File: src/rtl/frac_div_pkg.sv
package frac_div_pkg;
  localparam int unsigned DEF_DIV_W = 12;
  localparam int unsigned DEF_REP_W = 12;
  localparam int unsigned NUM_STAGES = 2;

  typedef enum logic {
    PH_FIRST  = 1'b0,
    PH_SECOND = 1'b1
  } phase_e;
endpackage

File: src/rtl/frac_div_shadow.sv
module frac_div_shadow #(
  parameter int unsigned DIV_W = 12,
  parameter int unsigned REP_W = 12
) (
  input  logic             clk,
  input  logic             rst,
  input  logic             load,
  input  logic             in_dual,
  input  logic [DIV_W-1:0] in_n1,
  input  logic [REP_W-1:0] in_m1,
  input  logic [DIV_W-1:0] in_n2,
  input  logic [REP_W-1:0] in_m2,
  output logic             act_dual,
  output logic [DIV_W-1:0] act_n1,
  output logic [REP_W-1:0] act_m1,
  output logic [DIV_W-1:0] act_n2,
  output logic [REP_W-1:0] act_m2
);
  // working copy is refreshed at reset and at each sequence boundary
  always_ff @(posedge clk) begin
    if (rst || load) begin
      act_dual <= in_dual;
      act_n1   <= in_n1;
      act_m1   <= in_m1;
      act_n2   <= in_n2;
      act_m2   <= in_m2;
    end
  end
endmodule

File: src/rtl/frac_div_stage.sv
module frac_div_stage #(
  parameter int unsigned DIV_W = 12,
  parameter int unsigned REP_W = 12
) (
  input  logic             clk,
  input  logic             rst,
  input  logic             run,
  input  logic             en_raw,
  input  logic [DIV_W-1:0] div_m1,
  input  logic [REP_W-1:0] rep_m1,
  output logic [DIV_W-1:0] cnt,
  output logic             wrap,
  output logic             last,
  output logic             lvl
);
  localparam int unsigned CW = DIV_W + 1;

  logic [REP_W-1:0] rep;
  logic [CW-1:0]    full;
  logic [CW-1:0]    hi_len;
  logic [CW-1:0]    lo_len;

  assign wrap = run && (cnt == div_m1);
  assign last = wrap && (rep == rep_m1);

  always_ff @(posedge clk) begin
    if (rst) begin
      cnt <= '0;
      rep <= '0;
    end else if (run) begin
      if (cnt == div_m1) begin
        cnt <= '0;
        rep <= (rep == rep_m1) ? '0 : rep + 1'b1;
      end else begin
        cnt <= cnt + 1'b1;
      end
    end
  end

  // low part first, then floor(N/2) high cycles
  always_comb begin
    full   = {1'b0, div_m1} + 1'b1;
    hi_len = full >> 1;
    lo_len = full - hi_len;
    if (div_m1 == '0) lvl = en_raw;
    else              lvl = ({1'b0, cnt} >= lo_len);
  end
endmodule

File: src/rtl/frac_clk_div.sv
module frac_clk_div
  import frac_div_pkg::*;
#(
  parameter int unsigned DIV_W = DEF_DIV_W,
  parameter int unsigned REP_W = DEF_REP_W
) (
  input  logic             clk,
  input  logic             rst,
  input  logic             en,
  input  logic             cfg_dual,
  input  logic [DIV_W-1:0] cfg_n1,
  input  logic [REP_W-1:0] cfg_m1,
  input  logic [DIV_W-1:0] cfg_n2,
  input  logic [REP_W-1:0] cfg_m2,
  output logic             clk_out,
  output logic             phase_sel
);
  logic             act_dual;
  logic [DIV_W-1:0] act_n1, act_n2;
  logic [REP_W-1:0] act_m1, act_m2;
  phase_e           phase_q;
  logic             seq_end;

  logic [DIV_W-1:0] div_sel [NUM_STAGES];
  logic [REP_W-1:0] rep_sel [NUM_STAGES];
  logic [DIV_W-1:0] cnt_w   [NUM_STAGES];
  logic [NUM_STAGES-1:0] run_w, wrap_w, last_w, lvl_w;
  logic [DIV_W-1:0] cnt0, cnt1;

  frac_div_shadow #(.DIV_W(DIV_W), .REP_W(REP_W)) shadow_i (
    .clk(clk), .rst(rst), .load(seq_end),
    .in_dual(cfg_dual), .in_n1(cfg_n1), .in_m1(cfg_m1),
    .in_n2(cfg_n2), .in_m2(cfg_m2),
    .act_dual(act_dual), .act_n1(act_n1), .act_m1(act_m1),
    .act_n2(act_n2), .act_m2(act_m2)
  );

  // single mode pins the first repeat count to one period
  assign div_sel[0] = act_n1;
  assign rep_sel[0] = act_dual ? act_m1 : '0;
  assign div_sel[1] = act_n2;
  assign rep_sel[1] = act_m2;

  for (genvar g = 0; g < NUM_STAGES; g++) begin : g_stage
    assign run_w[g] = en && (phase_q == phase_e'(g));
    frac_div_stage #(.DIV_W(DIV_W), .REP_W(REP_W)) stage_i (
      .clk(clk), .rst(rst), .run(run_w[g]), .en_raw(en),
      .div_m1(div_sel[g]), .rep_m1(rep_sel[g]),
      .cnt(cnt_w[g]), .wrap(wrap_w[g]), .last(last_w[g]), .lvl(lvl_w[g])
    );
  end

  assign cnt0 = cnt_w[0];
  assign cnt1 = cnt_w[1];

  assign seq_end = act_dual ? ((phase_q == PH_SECOND) && last_w[1]) : wrap_w[0];

  always_ff @(posedge clk) begin
    if (rst) begin
      phase_q <= PH_FIRST;
    end else if (!act_dual) begin
      phase_q <= PH_FIRST;
    end else if ((phase_q == PH_FIRST) && last_w[0]) begin
      phase_q <= PH_SECOND;
    end else if ((phase_q == PH_SECOND) && last_w[1]) begin
      phase_q <= PH_FIRST;
    end
  end

  assign phase_sel = (phase_q == PH_SECOND);
  assign clk_out   = phase_sel ? lvl_w[1] : lvl_w[0];
endmodule

File: config.mk
export PLATFORM = sky130hd
export DESIGN_NAME = frac_clk_div
export DESIGN_NICKNAME = d
export VERILOG_FILES = /design/src/rtl/frac_div_pkg.sv /design/src/rtl/frac_div_shadow.sv /design/src/rtl/frac_div_stage.sv /design/src/rtl/frac_clk_div.sv
export SDC_FILE = /design/constraint.sdc
export NUM_CORES = 1
export LEC_CHECK = 0
export ABC_AREA = 1
export BUFFER_PORTS_ARGS = -buffer_cell sky130_fd_sc_hd__buf_2
export CORE_MARGIN = 3
export CORE_UTILIZATION = 31
export CTS_CLUSTER_DIAMETER = 50
export DETAILED_ROUTE_END_ITERATION = 8
export GPL_TIMING_DRIVEN = 0
export SETUP_SLACK_MARGIN = 0.5
export SLEW_MARGIN = 20
export SYNTH_ARGS = -nofsm -noshare
export SYNTH_HDL_FRONTEND = slang
export SYNTH_SLANG_ARGS = --single-unit
File: constraint.sdc
create_clock -name clk -period 4.4 [get_ports clk]
set_input_delay 0.44 -clock clk [delete_from_list [all_inputs] [get_ports clk]]
set_output_delay 0.44 -clock clk [all_outputs]
set_load 0.01 [all_outputs]
# --- Word-level counts from Yosys, hierarchy flattened ---
# Cells that the tools add are included.
word_totals:
  wordCells: 52
  input_bits: 52
  regBits: 98
  out_inout_bits: 2
op_classes:
  eq_ne: 4
  n_bitwise: 2
  n_mux: 11
  n_addsub: 8
  reduce_logical: 15
  order_cmp: 2
op_table:
  columns: ["operator", "n"]
  rows:
  - ["12-bit two-way mux", 5]
  - ["12-bit by 1-bit adder with 12-bit output, second input constant", 4]
  - ["12-bit == test", 4]
  - ["12-bit by 1-bit adder with 13-bit output, second input constant", 2]
  - ["12-bit by 13-bit >= comparator with 1-bit output", 2]
  - ["13-bit by 12-bit subtractor with 13-bit output", 2]
  - ["12-bit logical NOT", 2]
  - ["1-bit logical AND", 8]
  - ["1-bit two-way mux", 6]
  - ["2-bit AND reduction", 2]
  - ["1-bit inverter", 2]
  - ["2-bit nonzero test", 1]
  - ["2-bit OR reduction", 1]
  - ["1-bit logical OR", 1]

# --- Logic depth before layout (Yosys ltp) ---
depth:
  depth_word: 6
  ltp_mapped: 27
  depth_no_buf: 27

# --- Modules after synthesis ---
# Synthesis repeated with hierarchy kept, for this count alone.
unflattened:
  hier_cells: 986
  hier_area_um2: 7363.3
by_module_without_submodules:
  columns: ["mod", "area_each_um2", "n_inst", "seq_area_each_um2", "cells_per_inst"]
  rows:
  - ["frac_div_stage", 2851.5, 2, 480.5, 447]
  - ["frac_div_shadow", 1482.7, 1, 1471.4, 52]
  - ["frac_clk_div", 177.7, 1, 20.0, 40]

# --- Least setup slack after synthesis ---
# No wires, ideal clock.
synth_timing:
  kind: "register to output"
  start: "register shadow_i.act_n1[0]"
  end: "output port clk_out"
  path_slack_ps: 688
  t_required_ps: 3960
  n_path_buf: 0
  path_stages_with_launch: 26
  arrival_ps: 3272
  cell_sequence: "edfxtp_1 > ha_1 > xor2_1 > inv_1 > fa_1 > and3_1 > nor2_1 > nor2_1 > nand3_1 > nand2_1 > nand2_1 > nand2_2 > xor2_1 > ha_1 > nand2_1 > nor2_1 > nand4_1 > nand2_1 > nor2_1 > nand2_1 > nand2_1 > nand2_1 > nand2_1 > a21oi_1 > nand3_1 > nand3_1"
synth_between:
  elab_chain_cells: 5
  elab_cells_between_ends: 6
  cone_classes: "add/sub: 2; order compare: 1; mux: 2; reduce/logical: 1"
synth_lines:
  columns: ["element", "line_no", "source"]
  rows:
  - ["start: declaration", "frac_div_shadow.sv:14", "output logic [DIV_W-1:0] act_n1,"]
  - ["start signal: assignment", "frac_div_shadow.sv:23", "act_n1 <= in_n1;"]
  - ["12-bit by 1-bit adder with 13-bit output", "frac_div_stage.sv:42", "full = {1'b0, div_m1} + 1'b1;"]
  - ["13-bit by 12-bit subtractor with 13-bit output", "frac_div_stage.sv:44", "lo_len = full - hi_len;"]
  - ["12-bit by 13-bit >= comparator with 1-bit output", "frac_div_stage.sv:46", "else lvl = ({1'b0, cnt} >= lo_len);"]
  - ["1-bit two-way mux *", "frac_div_stage.sv:45", "if (div_m1 == '0) lvl = en_raw;"]
  - ["1-bit two-way mux *", "frac_clk_div.sv:71", "assign clk_out = phase_sel ? lvl_w[1] : lvl_w[0];"]
  - ["end: declaration", "frac_clk_div.sv:15", "output logic clk_out,"]
# Mark *: on every way between the ends. The rest lies on a longest branch, timed or not.

# --- Worst setup path after layout ---
# Same ends and word-level chain as after synthesis.

==> results.py <==
metrics = {
    "synthesis": {
        "synth_top_area_share": 0.201,
        "ys.flop_type": "edfxtp_1",
        "syn-instance-count": 986,
        "yosysSeqAreaShare": 0.335,
        "ys_top_cells_by_area": "edfxtp_1 20%, nand2_1 14%, dfxtp_1 13%",
        "synth.avg_cell_area_sq_um": 7.43,
        "synth_top_cell_by_area": "edfxtp_1",
        "ys_async_sr_fraction": 0,
        "ys_seq_elements": 98,
        "syn-cell-area_sq_um": 7330,
        "yosys_warnings": 0,
        "synth_cell_type_count": 49,
        "synth_nets": 1090,
        "synth_edf_count": 49,
    },
    "routing": {
        "ant_nets": 0,
        "drtIter0Drc": 367,
        "routed_wl_um": 17200,
        "remaining_drc_errors": 0,
        "drtPass1Iterations": 5,
        "vias": 6519,
        "detail_route.wl_per_cell_um": 12.3,
        "viasPerCell": 4.65,
    },
    "clocking": {
        "cts_htree_levels": 3,
        "clk_latency_ps": 340,
        "clkTransAtPathRegs_ps": 70,
        "clock_path_buffers": 2,
        "cts_hold_buf": 0,
        "cts_tree": "done",
        "cts_root_buf": "clkbuf_16",
        "cts_sinks": 98,
        "cts_buffers": 9,
    },
    "setup_path": {
        "cp_slowest_stage_delay_ps": 470,
        "worst-r2r-cell-count": 10,
        "worst-path-max-fanout": 3,
        "cpMaxStageDelayCell": "edfxtp_1",
        "r2r_end": "shadow_i.act_n1[8]$_DFFE_PP_",
        "required_ps": 3960,
        "criticalPathCategory": "reg2out",
        "arrival_ps": 3800,
        "crit_path_end": "clk_out",
        "r2r_setup_slack_ps": 1420,
        "r2r_start": "shadow_i.act_n1[0]$_DFFE_PP_",
        "setup.worst_path.start": "shadow_i.act_n1[0]$_DFFE_PP_",
        "worstSetupStartpointType": "register",
        "endpoint_kind": "output port",
        "cp_common_cell": "nand2_1",
    },
    "power": {
        "powerDensity_nw_per_um2": 260,
        "switching_share": 0.296,
        "power.leakage_nw": 3.80,
        "seq_power_share": 0.439,
        "pwr-share-clk": 0.325,
        "combPwrFrac": 0.237,
        "switching_power_w": 0.000685,
        "p_int_w": 0.00163,
        "peakVddDrop_mv": 0.164,
    },
    "grt": {
        "met3_usage": 0.0176,
        "use_met1": 0.178,
        "top_usage_layer": "met2",
        "track_usage": 0.134,
        "gr-usage-met2": 0.233,
        "grt_pass1_vias": 6197,
        "grt_max_degree": 50,
        "globalRouteOverflowTotal": 0,
        "antenna_found_initial": 0,
        "grt_pass1_wl_um": 29100,
    },
    "timing": {
        "hold_viol": 0,
        "timing.fmax_ghz": 0.236,
        "tightest_slew_ps": 665,
        "layout_min_cycle_time_ps": 4240,
        "max_slew_margin": 0.551,
        "finalSetupViolations": 0,
        "fin_ws_ps": 160,
        "rsz0062_at_grt": "yes",
        "fin_skew_ps": 7.29,
        "timing.final.crit_share": 0.964,
        "slew_viol_final": 0,
    },
    "die": {
        "dieArea_sq_um": 25500,
        "die_y_um": 160,
        "num_io_pins": 54,
        "dieWidth_um": 160,
        "rows": 55,
        "initial_utilization": 0.320,
        "fp.coreArea_sq_um": 22900,
    },
    "cells_and_area": {
        "drive_gt1_frac": 0.208,
        "fin_nets": 1188,
        "layout_commonest_cell": "nand2_1",
        "final_core_utilization": 0.388,
        "areaGrowthSynthToFinish_pct": 21.3,
        "num_antenna_cells": 0,
        "final_cell_area_sq_um": 8890,
        "layout_common_cells": "263 x nand2_1, 100 x inv_1, 68 x nor2_1",
        "fill_cells": 2327,
    },
    "run_status": {
        "run_status": "finished clean",
    },
    "min_path": {
        "hp-class": "in2reg",
    },
    "job": {
        "drv_cap": 0,
    },
    "placed_design": {
        "port_buffers": 53,
        "place_ws_ps": 46.5,
        "gp_congestion": 0.873,
        "dpl.hpwl_um": 13100,
        "place_area_sq_um": 8000,
    },
}
worst max-delay path: cells and delay by family, from the launching register on:
kind	cells	cell delay, ps
AND/OR/NAND/NOR	15	1230
adder cells (fa/ha/maj)	3	890
XOR/XNOR	2	350
buffers and inverters	5	490
AO/OA/AOI/OAI	1	60
flip-flops	1	470
per-stage QoR:
step | hold slack [ps] | setup TNS, ps | total power (W) | instances
3_5_place_dp | 463 | 0 | 0.00148 | 1352
2_1_floorplan | 445 | 0 | 0.00137 | 986
3_3_place_gp | 457 | 0 | 0.00147 | 1352
5_1_grt | 249 | -137 | 0.00245 | 1402
4_1_cts | 252 | 0 | 0.00230 | 1391
6_report | 265 | 0 | 0.00231 | 1402
state kept, by name, indices dropped and copies added, names as in the netlist:
| register | cells |
|---|---|
| shadow_i.act_m1 | 12 |
| g_stage.stage_i.rep | 24 |
| shadow_i.act_dual | 1 |
| shadow_i.act_n1 | 12 |
| shadow_i.act_m2 | 12 |
| g_stage.stage_i.cnt | 24 |
| phase_sel | 1 |
| shadow_i.act_n2 | 12 |
logic make-up after synthesis:
family                   count (synthesis)  share of synthesized area
AO/OA/AOI/OAI                           91                     0.0727
XOR/XNOR                                70                     0.0847
adder cells (fa/ha/maj)                 52                     0.0908
buffers and inverters                  126                     0.0671
flip-flops                              98                      0.335
AND/OR/NAND/NOR                        549                      0.350
power groups by stage:
stage | Sequential (W) | Combinational, W | Clock, W
detailed placement | 0.00104 | 0.000441 | 0
global route | 0.00102 | 0.000620 | 0.000808
floorplan | 0.00103 | 0.000336 | 0
finish | 0.00102 | 0.000548 | 0.000752
CTS | 0.00102 | 0.000504 | 0.000778
global placement | 0.00104 | 0.000433 | 0
timing repair:
action                                  in CTS  in global routing
buffers inserted                            23                 11
endpoints found under the hold margin        0                  0
gates resized for setup                     40                 29
endpoints found under the setup margin       1                  1
pin swaps                                   23                 22
how the worst min path moves through the flow:
stage,endpoint,cells past startpoint,slack [ps],startpoint
2_1_floorplan,g_stage[0].stage_i.rep[10]$_SDFFE_PP0P_,2,450,g_stage[0].stage_i.rep[10]$_SDFFE_PP0P_
3_3_place_gp,g_stage[0].stage_i.rep[10]$_SDFFE_PP0P_,2,460,g_stage[0].stage_i.rep[10]$_SDFFE_PP0P_
3_5_place_dp,g_stage[0].stage_i.rep[10]$_SDFFE_PP0P_,2,460,g_stage[0].stage_i.rep[10]$_SDFFE_PP0P_
4_1_cts,shadow_i.act_dual$_DFFE_PP_,1,250,cfg_dual
5_1_grt,shadow_i.act_m1[7]$_DFFE_PP_,1,250,cfg_m1[7]
6_report,shadow_i.act_n1[3]$_DFFE_PP_,1,260,cfg_n1[3]
final cells by class:
cell class,instances,area [sq um],area share
Timing Repair Buffer,87,542,0.0609
Multi-Input combinational cell,762,4730,0.532
Inverter,117,444,0.0500
Clock inverter,5,36.3,0.00408
Clock buffer,11,243,0.0273
Sequential cell,98,2450,0.276
Buffer,9,56.3,0.00633
Tap cell,313,392,0.0440
layer usage:
| metal | vias up | share of wire | wire, um |
|---|---|---|---|
| li1 | 3471 | - | - |
| met1 | 2951 | 0.48 | 8320 |
| met2 | 81 | 0.48 | 8300 |
| met3 | 16 | 0.024 | 417 |
| met4 | 0 | 0.011 | 183 |
| met5 | - | 0 | 0 |
synthesized netlist by cell type (all sizes together) (5+ instances only):
cell type,instances
xor2,52
edfxtp,49
a21oi,53
ha,50
nor4,9
a211oi,6
nand4,33
o21ai,13
buf,7
o21bai,5
nand2,299
nor3,26
dfxtp,49
nand3,76
nor3b,5
xnor2,18
inv,117
nor2,82
or2,5
nand3b,9
No activity file was read; power rests on OpenSTA's default activity.
